--- config.mk ---
export PLATFORM = sky130hd
export DESIGN_NAME = pwm_edge_stagger
export DESIGN_NICKNAME = d
export VERILOG_FILES = /design/src/rtl/pwm_stagger_pkg.sv /design/src/rtl/pwm_stagger_cfg.sv /design/src/rtl/pwm_stagger_dline.sv /design/src/rtl/pwm_edge_stagger.sv
export SDC_FILE = /design/constraint.sdc
export NUM_CORES = 1
export LEC_CHECK = 0
export BUFFER_PORTS_ARGS = -buffer_cell sky130_fd_sc_hd__buf_2
export CAP_MARGIN = 15
export CORE_UTILIZATION = 63
export CTS_CLUSTER_DIAMETER = 80
export CTS_CLUSTER_SIZE = 40
export DETAILED_ROUTE_END_ITERATION = 7
export GPL_TIMING_DRIVEN = 1
export PLACE_DENSITY = 0.93
export SYNTH_ARGS = -nofsm -noshare
export SYNTH_HDL_FRONTEND = slang
export SYNTH_SLANG_ARGS = --single-unit
export TNS_END_PERCENT = 100
--- constraint.sdc ---
create_clock -name clk -period 7 [get_ports clk]
set_input_delay 0.35 -clock clk [delete_from_list [all_inputs] [get_ports clk]]
set_output_delay 0.35 -clock clk [all_outputs]
set_load 0.01 [all_outputs]
--- src/rtl/pwm_stagger_pkg.sv ---
package pwm_stagger_pkg;

    typedef enum logic {
        LANE_2CH = 1'b0,
        LANE_3CH = 1'b1
    } lane_mode_e;

endpackage

--- src/rtl/pwm_stagger_cfg.sv ---
module pwm_stagger_cfg
    import pwm_stagger_pkg::*;
#(
    parameter int DLY_W = 4
) (
    input  logic             clk,
    input  logic             rst_n,
    input  logic             pdn,
    input  logic             mode_in,
    input  logic             wr_en,
    input  logic [DLY_W-1:0] wr_data,
    output logic [DLY_W-1:0] dly_o,
    output lane_mode_e       mode_o
);

    typedef struct packed {
        logic [DLY_W-1:0] dly;
        lane_mode_e       mode;
    } cfg_t;

    cfg_t st_d, st_q;

    // Configuration only moves while the block is powered down.
    always_comb begin
        st_d = st_q;
        if (pdn) begin
            st_d.mode = lane_mode_e'(mode_in);
            if (wr_en) begin
                st_d.dly = wr_data;
            end
        end
    end

    always_ff @(posedge clk or negedge rst_n) begin
        if (!rst_n) begin
            st_q <= '{dly: '0, mode: LANE_2CH};
        end else begin
            st_q <= st_d;
        end
    end

    assign dly_o  = st_q.dly;
    assign mode_o = st_q.mode;

    assert_write_taken_R5: assert property (@(posedge clk) disable iff (!rst_n)
        (pdn && wr_en) |=> (dly_o == $past(wr_data)));

    assert_write_locked_R6: assert property (@(posedge clk) disable iff (!rst_n)
        !pdn |=> $stable(dly_o));

    assert_mode_locked_R7: assert property (@(posedge clk) disable iff (!rst_n)
        !pdn |=> $stable(mode_o));

endmodule

--- src/rtl/pwm_stagger_dline.sv ---
module pwm_stagger_dline #(
    parameter int WIDTH = 1,
    parameter int DEPTH = 15,
    parameter int TAP_W = 4
) (
    input  logic             clk,
    input  logic             rst_n,
    input  logic             clr,
    input  logic [WIDTH-1:0] din,
    input  logic [TAP_W-1:0] tap,
    output logic [WIDTH-1:0] dout
);

    logic [WIDTH-1:0] sh_d [DEPTH];
    logic [WIDTH-1:0] sh_q [DEPTH];

    always_comb begin
        sh_d[0] = clr ? '0 : din;
        for (int i = 1; i < DEPTH; i++) begin
            sh_d[i] = clr ? '0 : sh_q[i-1];
        end
    end

    always_ff @(posedge clk or negedge rst_n) begin
        if (!rst_n) begin
            for (int i = 0; i < DEPTH; i++) begin
                sh_q[i] <= '0;
            end
        end else begin
            for (int i = 0; i < DEPTH; i++) begin
                sh_q[i] <= sh_d[i];
            end
        end
    end

    // Tap 0 bypasses the register chain; tap N reads stage N-1.
    always_comb begin
        if (tap == '0) begin
            dout = din;
        end else if (int'(tap) > DEPTH) begin
            dout = sh_q[DEPTH-1];
        end else begin
            dout = sh_q[int'(tap) - 1];
        end
    end

    assert_clear_head_R9: assert property (@(posedge clk) disable iff (!rst_n)
        clr |=> (sh_q[0] == '0));

    assert_clear_tail_R9: assert property (@(posedge clk) disable iff (!rst_n)
        clr |=> (sh_q[DEPTH-1] == '0));

    assert_shift_in_R3: assert property (@(posedge clk) disable iff (!rst_n)
        !clr |=> (sh_q[0] == $past(din)));

endmodule

--- src/rtl/pwm_edge_stagger.sv ---
module pwm_edge_stagger
    import pwm_stagger_pkg::*;
#(
    parameter int DLY_W = 4
) (
    input  logic             clk,
    input  logic             rst_n,
    input  logic             pdn_all,
    input  logic             mode_3ch,
    input  logic             wr_en,
    input  logic [DLY_W-1:0] wr_data,
    output logic [DLY_W-1:0] dly_rd,
    input  logic [3:0]       pwm_in,
    output logic [3:0]       pwm_out
);

    localparam int MAX_DLY = (1 << DLY_W) - 1;
    localparam int DEPTH_A = MAX_DLY;
    localparam int DEPTH_B = 2 * MAX_DLY;
    localparam int TAP_B_W = DLY_W + 1;

    logic [DLY_W-1:0]   dly_q;
    lane_mode_e         mode_q;
    logic [DLY_W-1:0]   tap_a;
    logic [TAP_B_W-1:0] tap_b;
    logic               lane2_dly;
    logic [1:0]         pair_dly;

    pwm_stagger_cfg #(.DLY_W(DLY_W)) u_cfg (
        .clk     (clk),
        .rst_n   (rst_n),
        .pdn     (pdn_all),
        .mode_in (mode_3ch),
        .wr_en   (wr_en),
        .wr_data (wr_data),
        .dly_o   (dly_q),
        .mode_o  (mode_q)
    );

    // Lane 2 is delayed only in the cascaded mode; the pair doubles there.
    always_comb begin
        if (mode_q == LANE_3CH) begin
            tap_a = dly_q;
            tap_b = {dly_q, 1'b0};
        end else begin
            tap_a = '0;
            tap_b = {1'b0, dly_q};
        end
    end

    pwm_stagger_dline #(.WIDTH(1), .DEPTH(DEPTH_A), .TAP_W(DLY_W)) u_lane2 (
        .clk   (clk),
        .rst_n (rst_n),
        .clr   (pdn_all),
        .din   (pwm_in[1]),
        .tap   (tap_a),
        .dout  (lane2_dly)
    );

    pwm_stagger_dline #(.WIDTH(2), .DEPTH(DEPTH_B), .TAP_W(TAP_B_W)) u_pair (
        .clk   (clk),
        .rst_n (rst_n),
        .clr   (pdn_all),
        .din   (pwm_in[3:2]),
        .tap   (tap_b),
        .dout  (pair_dly)
    );

    assign pwm_out = pdn_all ? 4'b0000 : {pair_dly, lane2_dly, pwm_in[0]};
    assign dly_rd  = dly_q;

    assert_lane1_direct_R2: assert property (@(posedge clk) disable iff (!rst_n)
        !pdn_all |-> (pwm_out[0] == pwm_in[0]));

    assert_zero_bypass_R10: assert property (@(posedge clk) disable iff (!rst_n)
        (!pdn_all && dly_rd == '0) |-> (pwm_out == pwm_in));

    assert_lane2_direct_R3: assert property (@(posedge clk) disable iff (!rst_n)
        (!pdn_all && mode_q == LANE_2CH) |-> (pwm_out[1] == pwm_in[1]));

endmodule

Word-level counts from Yosys, hierarchy flattened
Index checks and enable logic that the tools add are counted.

Bits in registers: 80. Output and inout port bits: 8. Word-level logic and storage cells: 114.

Multiplexer cells: 57. Bitwise logic cells: 2. Reduce and logical (&&, ||, !) cells: 3. Add/sub/neg operators: 2. Magnitude comparators: 3.

Operator list (number): $mux W2 (34); $not A32 Y32 (2); $ge A32 B5 Y1 const B (1); $ge A32 B6 Y1 const B (1); $mux W1 (18); $bmux W2 S5 (1); $mux W4 (2); $sub A5 B1 Y6 const B (1); $gt A5 B5 Y1 const B (1); $logic_not A5 Y1 (1); $mux W5 (1); $sub A4 B1 Y5 const B (1); $bmux W1 S4 (1); $logic_not A4 Y1 (1); $reduce_and A2 Y1 (1).

Depth between registers and ports, before layout
Depth after elaboration: 9. Mapped depth: 11. Depth with buffers taken out: 7.

Cells and area by module
From an unflattened synthesis, not the netlist that was laid out.

Cells, all modules: 284. Area total of the unflattened synthesis: 3678.5 sq um.

By module, submodules not included: pwm_stagger_dline (u_pair) (instances 1, cells an instance 208, area an instance 2677.6 sq um, sequential area each 1501.4 sq um); pwm_stagger_dline (u_lane2) (instances 1, cells an instance 53, area an instance 700.7 sq um, sequential area each 375.4 sq um); pwm_stagger_cfg (instances 1, cells an instance 11, area an instance 202.7 sq um, sequential area each 125.1 sq um); pwm_edge_stagger (instances 1, cells an instance 12, area an instance 97.6 sq um, sequential area each 0.0 sq um).

Worst setup path before layout
OpenSTA, ideal clock, no wires.

Path kind: register to output. Start: register u_cfg.st_q (netlist bit u_cfg.dly_o[1]). End: output pwm_out[1]. Data arrival time: 2.237 ns. Path buffers: 4. Path slack: 4.413 ns. Stages on the path, launching flop included: 11. Cells stage by stage: dfrtp_1 > buf_6 > buf_6 > buf_6 > nand2_1 > ha_1 > clkbuf_1 > xor2_1 > mux4_2 > nand3b_1 > o211ai_1.

Cells in the longest elaborated chain, start to end: 8. Elaborated cells on any way between the ends: 9. Those cells by class: 1 x add/sub; 6 x mux; 1 x bitwise; 1 x reduce/logical.

RTL lines: start, declared (RTL line pwm_stagger_cfg.sv:21) `cfg_t st_d, st_q;`; start signal, assigned (RTL line pwm_stagger_cfg.sv:36) `st_q <= '{dly: '0, mode: LANE_2CH};`; start signal, assigned (RTL line pwm_stagger_cfg.sv:38) `st_q <= st_d;`; $mux W4 * (RTL line pwm_edge_stagger.sv:42) `if (mode_q == LANE_3CH) begin`; $sub A4 B1 Y5 (RTL line pwm_stagger_dline.sv:43) `dout = sh_q[int'(tap) - 1];`; $not A32 Y32 (not written as such) (RTL line pwm_stagger_dline.sv:43); $bmux W1 S4 (RTL line pwm_stagger_dline.sv:43); $mux W1 (not written as such) (2 in series) (RTL line pwm_stagger_dline.sv:43); $mux W1 * (RTL line pwm_stagger_dline.sv:38) `if (tap == '0) begin`; $mux W4 * (RTL line pwm_edge_stagger.sv:69) `assign pwm_out = pdn_all ? 4'b0000 : {pair_dly, lane2_dly, pwm_in[0]};`; end, declared (RTL line pwm_edge_stagger.sv:14) `output logic [3:0] pwm_out`.

Mark *: on every way between the ends. The rest lies on a longest branch, timed or not. The select of a mux whose other input is x is not followed.

Worst setup path after layout
Start: register u_cfg.st_q (netlist bit u_cfg.mode_o). End: output pwm_out[1].

The elaborated chain is that of the path after synthesis.

==> run_results.csv <==
group,metric,value,unit
outcome,status,"completed",
critical_path,r2r_cells,2,
yosys,yosysSeqAreaShare,51.6,%
timing,rsz0062_at_grt,"no",
die,start_util,65.5,%
clock_tree,htree_num_levels,3,
clock_tree,cts_made_buffers,9,
route,avgRoutedWirePerCell,17.7,µm
global_routing,grt_max_degree,83,
yosys,synth-seq-cells,80,
critical_path,r2r-end,"u_cfg.mode_o",
yosys,yosysTopAreaCellShare,51.6,%
die,core_area,0.00592,mm²
finish,num-fill-cells,404,
flow_run,max-cap-violations,0,
timing,finalSetupViolations,0,
die,ios,21,
critical_path,r2r_setup_slack,5.42,ns
power,ir_drop,206,µV
finish,fin_nets,384,
timing,worst_pin_slew,0.974,ns
global_routing,grt_overflow,0,
timing,clock.fmax,0.285,GHz
power,leakage,0.00191,µW
route,via_count,2812,
yosys,synth_most_common_cell,"dfrtp_1",
finish,areaGrowthSynthToFinish,7.00,%
route,dr.first_iter.drc_count,307,
route,drt_first_pass_iters,7,
die,fp.dieW,80.5,µm
global_routing,antenna_found_initial,0,
clock_tree,clk_latency,0.36,ns
global_routing,grt_pass1_wl,12900,µm
yosys,syn_inst,364,
critical_path,crit_type,"flip-flop to primary output",
route,drc_errors,0,
timing,final_min_period_over_clock_period,50.2,%
power,total_power,1060,µW
power,powerDensity,255,mW/mm²
timing,timing.setup.tns,0,ns
global_routing,grt_pass1_vias,2649,
yosys,yosys-top-cells-count,"dfrtp_1 (80), nor2b_1 (78), o21ai_0 (18)",
place,gp_congestion,0.921,
timing,maxSlewHeadroom,35.1,%
die,rows,28,
clock_tree,cts.sinks,80,
yosys,async_flop_share,100,%
critical_path,endpoint_kind,"primary output",
place,io_buffer_count,20,
place,dp_hpwl,4980,µm
clock_tree,cts-root-buf,"clkbuf_8",
die,die_area,0.00647,mm²
clock_tree,cts_resized,0,
route,ant_nets,0,
hold_path,hold_class,"input port to asynchronous set/reset pin",
clock_tree,postCtsHoldBufs,0,
critical_path,crit_arrival,3.16,ns
critical_path,worstPathMaxFanout,33,
yosys,syn_area,0.00388,mm²
yosys,synth_edf_count,0,
critical_path,cp-start-kind,"flip-flop",
clock_tree,clock_path_buffers,2,
global_routing,grt_util_all_layers,27.1,%
clock_tree,clk_pin_slew,0.09,ns
finish,antenna_cells_inserted,0,
yosys,synthFlopType,"dfrtp_1",
timing,finClkSkew,0.00954,ns
clock_tree,cts_tree,"done",
yosys,yosysTopAreaCell,"dfrtp_1",
yosys,netlist_top_cells_area,"dfrtp_1 (52%), nor2b_1 (13%), o21ai_0 (2.3%), mux2_2 (2.0%), o211ai_1 (1.4%)",
yosys,synth_cell_types,65,
critical_path,r2r-start,"u_cfg.mode_o",
die,fp.dieH,80.5,µm
route,routed_via_density,6.26,
route,wirelength,7960,µm
timing,hold_viol,0,
finish,drive_above_1_share,16.6,%
timing,slew_viol_final,0,
timing,period_minus_slack,3.51,ns
yosys,synth_area_per_cell,10.7,µm²
yosys,yosysWarningCount,0,
yosys,synthesis.nets,379,
clock_tree,post_cts_buffers,0,
critical_path,crit_required,6.65,ns
==> cell type report <==
class / instances / area (µm²) / area share [%]
sequential: 80 / 2000 / 48.2
multi-input combinational: 246 / 1670 / 40.1
clock buffer: 10 / 138 / 3.32
timing repair buffer: 23 / 125 / 3.01
tap: 75 / 93.8 / 2.26
clock inverter: 6 / 92.6 / 2.23
inverter: 9 / 33.8 / 0.814
==> critical path: stages, from the launching register on <==
cell      delay (ns)
dfrtp_1         0.99
nand2_2         0.26
ha_1            0.41
xor2_1          0.27
mux4_2          0.52
nand3b_1        0.10
o211ai_1        0.10
buf_2           0.15
==> cells in the final DEF, fill, tap and decap left out, drive strengths merged, types with 4 or more instances in the layout <==
| cell type | Yosys | final |
|---|---|---|
| nand3 | 10 | 10 |
| buf | 18 | 23 |
| nand2 | 14 | 14 |
| o21ai | 20 | 20 |
| dfrtp | 80 | 80 |
| o22a | 4 | 4 |
| inv | 9 | 9 |
| a21oi | 9 | 9 |
| a31oi | 8 | 8 |
| nor3 | 10 | 10 |
| mux2 | 9 | 9 |
| nor2b | 78 | 78 |
| o211ai | 7 | 7 |
| nor2 | 13 | 13 |
| clkbuf | 11 | 10 |
==> how the worst max path moves through the flow <==
stage	start	end	slack [ns]
2_1_floorplan	u_cfg.dly_o[1]	pwm_out[1]	4.41
3_3_place_gp	u_cfg.mode_o	pwm_out[1]	4.03
3_5_place_dp	u_cfg.mode_o	pwm_out[1]	3.93
4_1_cts	u_cfg.mode_o	pwm_out[1]	3.51
5_1_grt	u_cfg.mode_o	pwm_out[1]	3.26
6_report	u_cfg.mode_o	pwm_out[1]	3.49
==> routing by layer <==
| layer | wire length (µm) | track usage (%) |
|---|---|---|
| met5 | 0 | 0 |
| met4 | 182 | 12.9 |
| met3 | 496 | 5.68 |
| met2 | 3780 | 39.2 |
| met1 | 3500 | 39.1 |
==> stage by stage <==
| step | worst slack, ns | util [%] | hold slack (ns) | cells | area [µm²] |
|---|---|---|---|---|---|
| after floorplan | 4.41 | - | 0.0544 | 364 | 3880 |
| after detailed placement | 3.93 | 66.2 | 0.469 | 433 | 3920 |
| after global routing | 3.26 | 70.1 | 0.226 | 449 | 4150 |
| final | 3.49 | 70.1 | 0.109 | 449 | 4150 |
| after global placement | 4.03 | 66.2 | 0.442 | 433 | 3920 |
| after CTS | 3.51 | 70.1 | 0.173 | 449 | 4150 |
==> cell families after synthesis <==
kind of cell | count (synthesis) | share of synthesized area, %
AND/OR/NAND/NOR | 143 | 21.6
AO/OA/AOI/OAI | 84 | 15.7
multiplexers | 13 | 3.97
flip-flops | 80 | 51.6
adder cells (fa/ha/maj) | 4 | 1.16
XOR/XNOR | 2 | 0.452
buffers and inverters | 38 | 5.45
==> power by group <==
part	switching, µW	internal [µW]
Clock	171	211
Sequential	16.5	468
Combinational	118	74.2
==> state kept, by name, indices dropped and copies added, names as in the netlist <==
signal and cells:
u_pair.sh_q 60, u_lane2.sh_q 15, u_cfg.dly_o 4, u_cfg.mode_o 1
No activity file was read; power rests on OpenSTA's default activity.
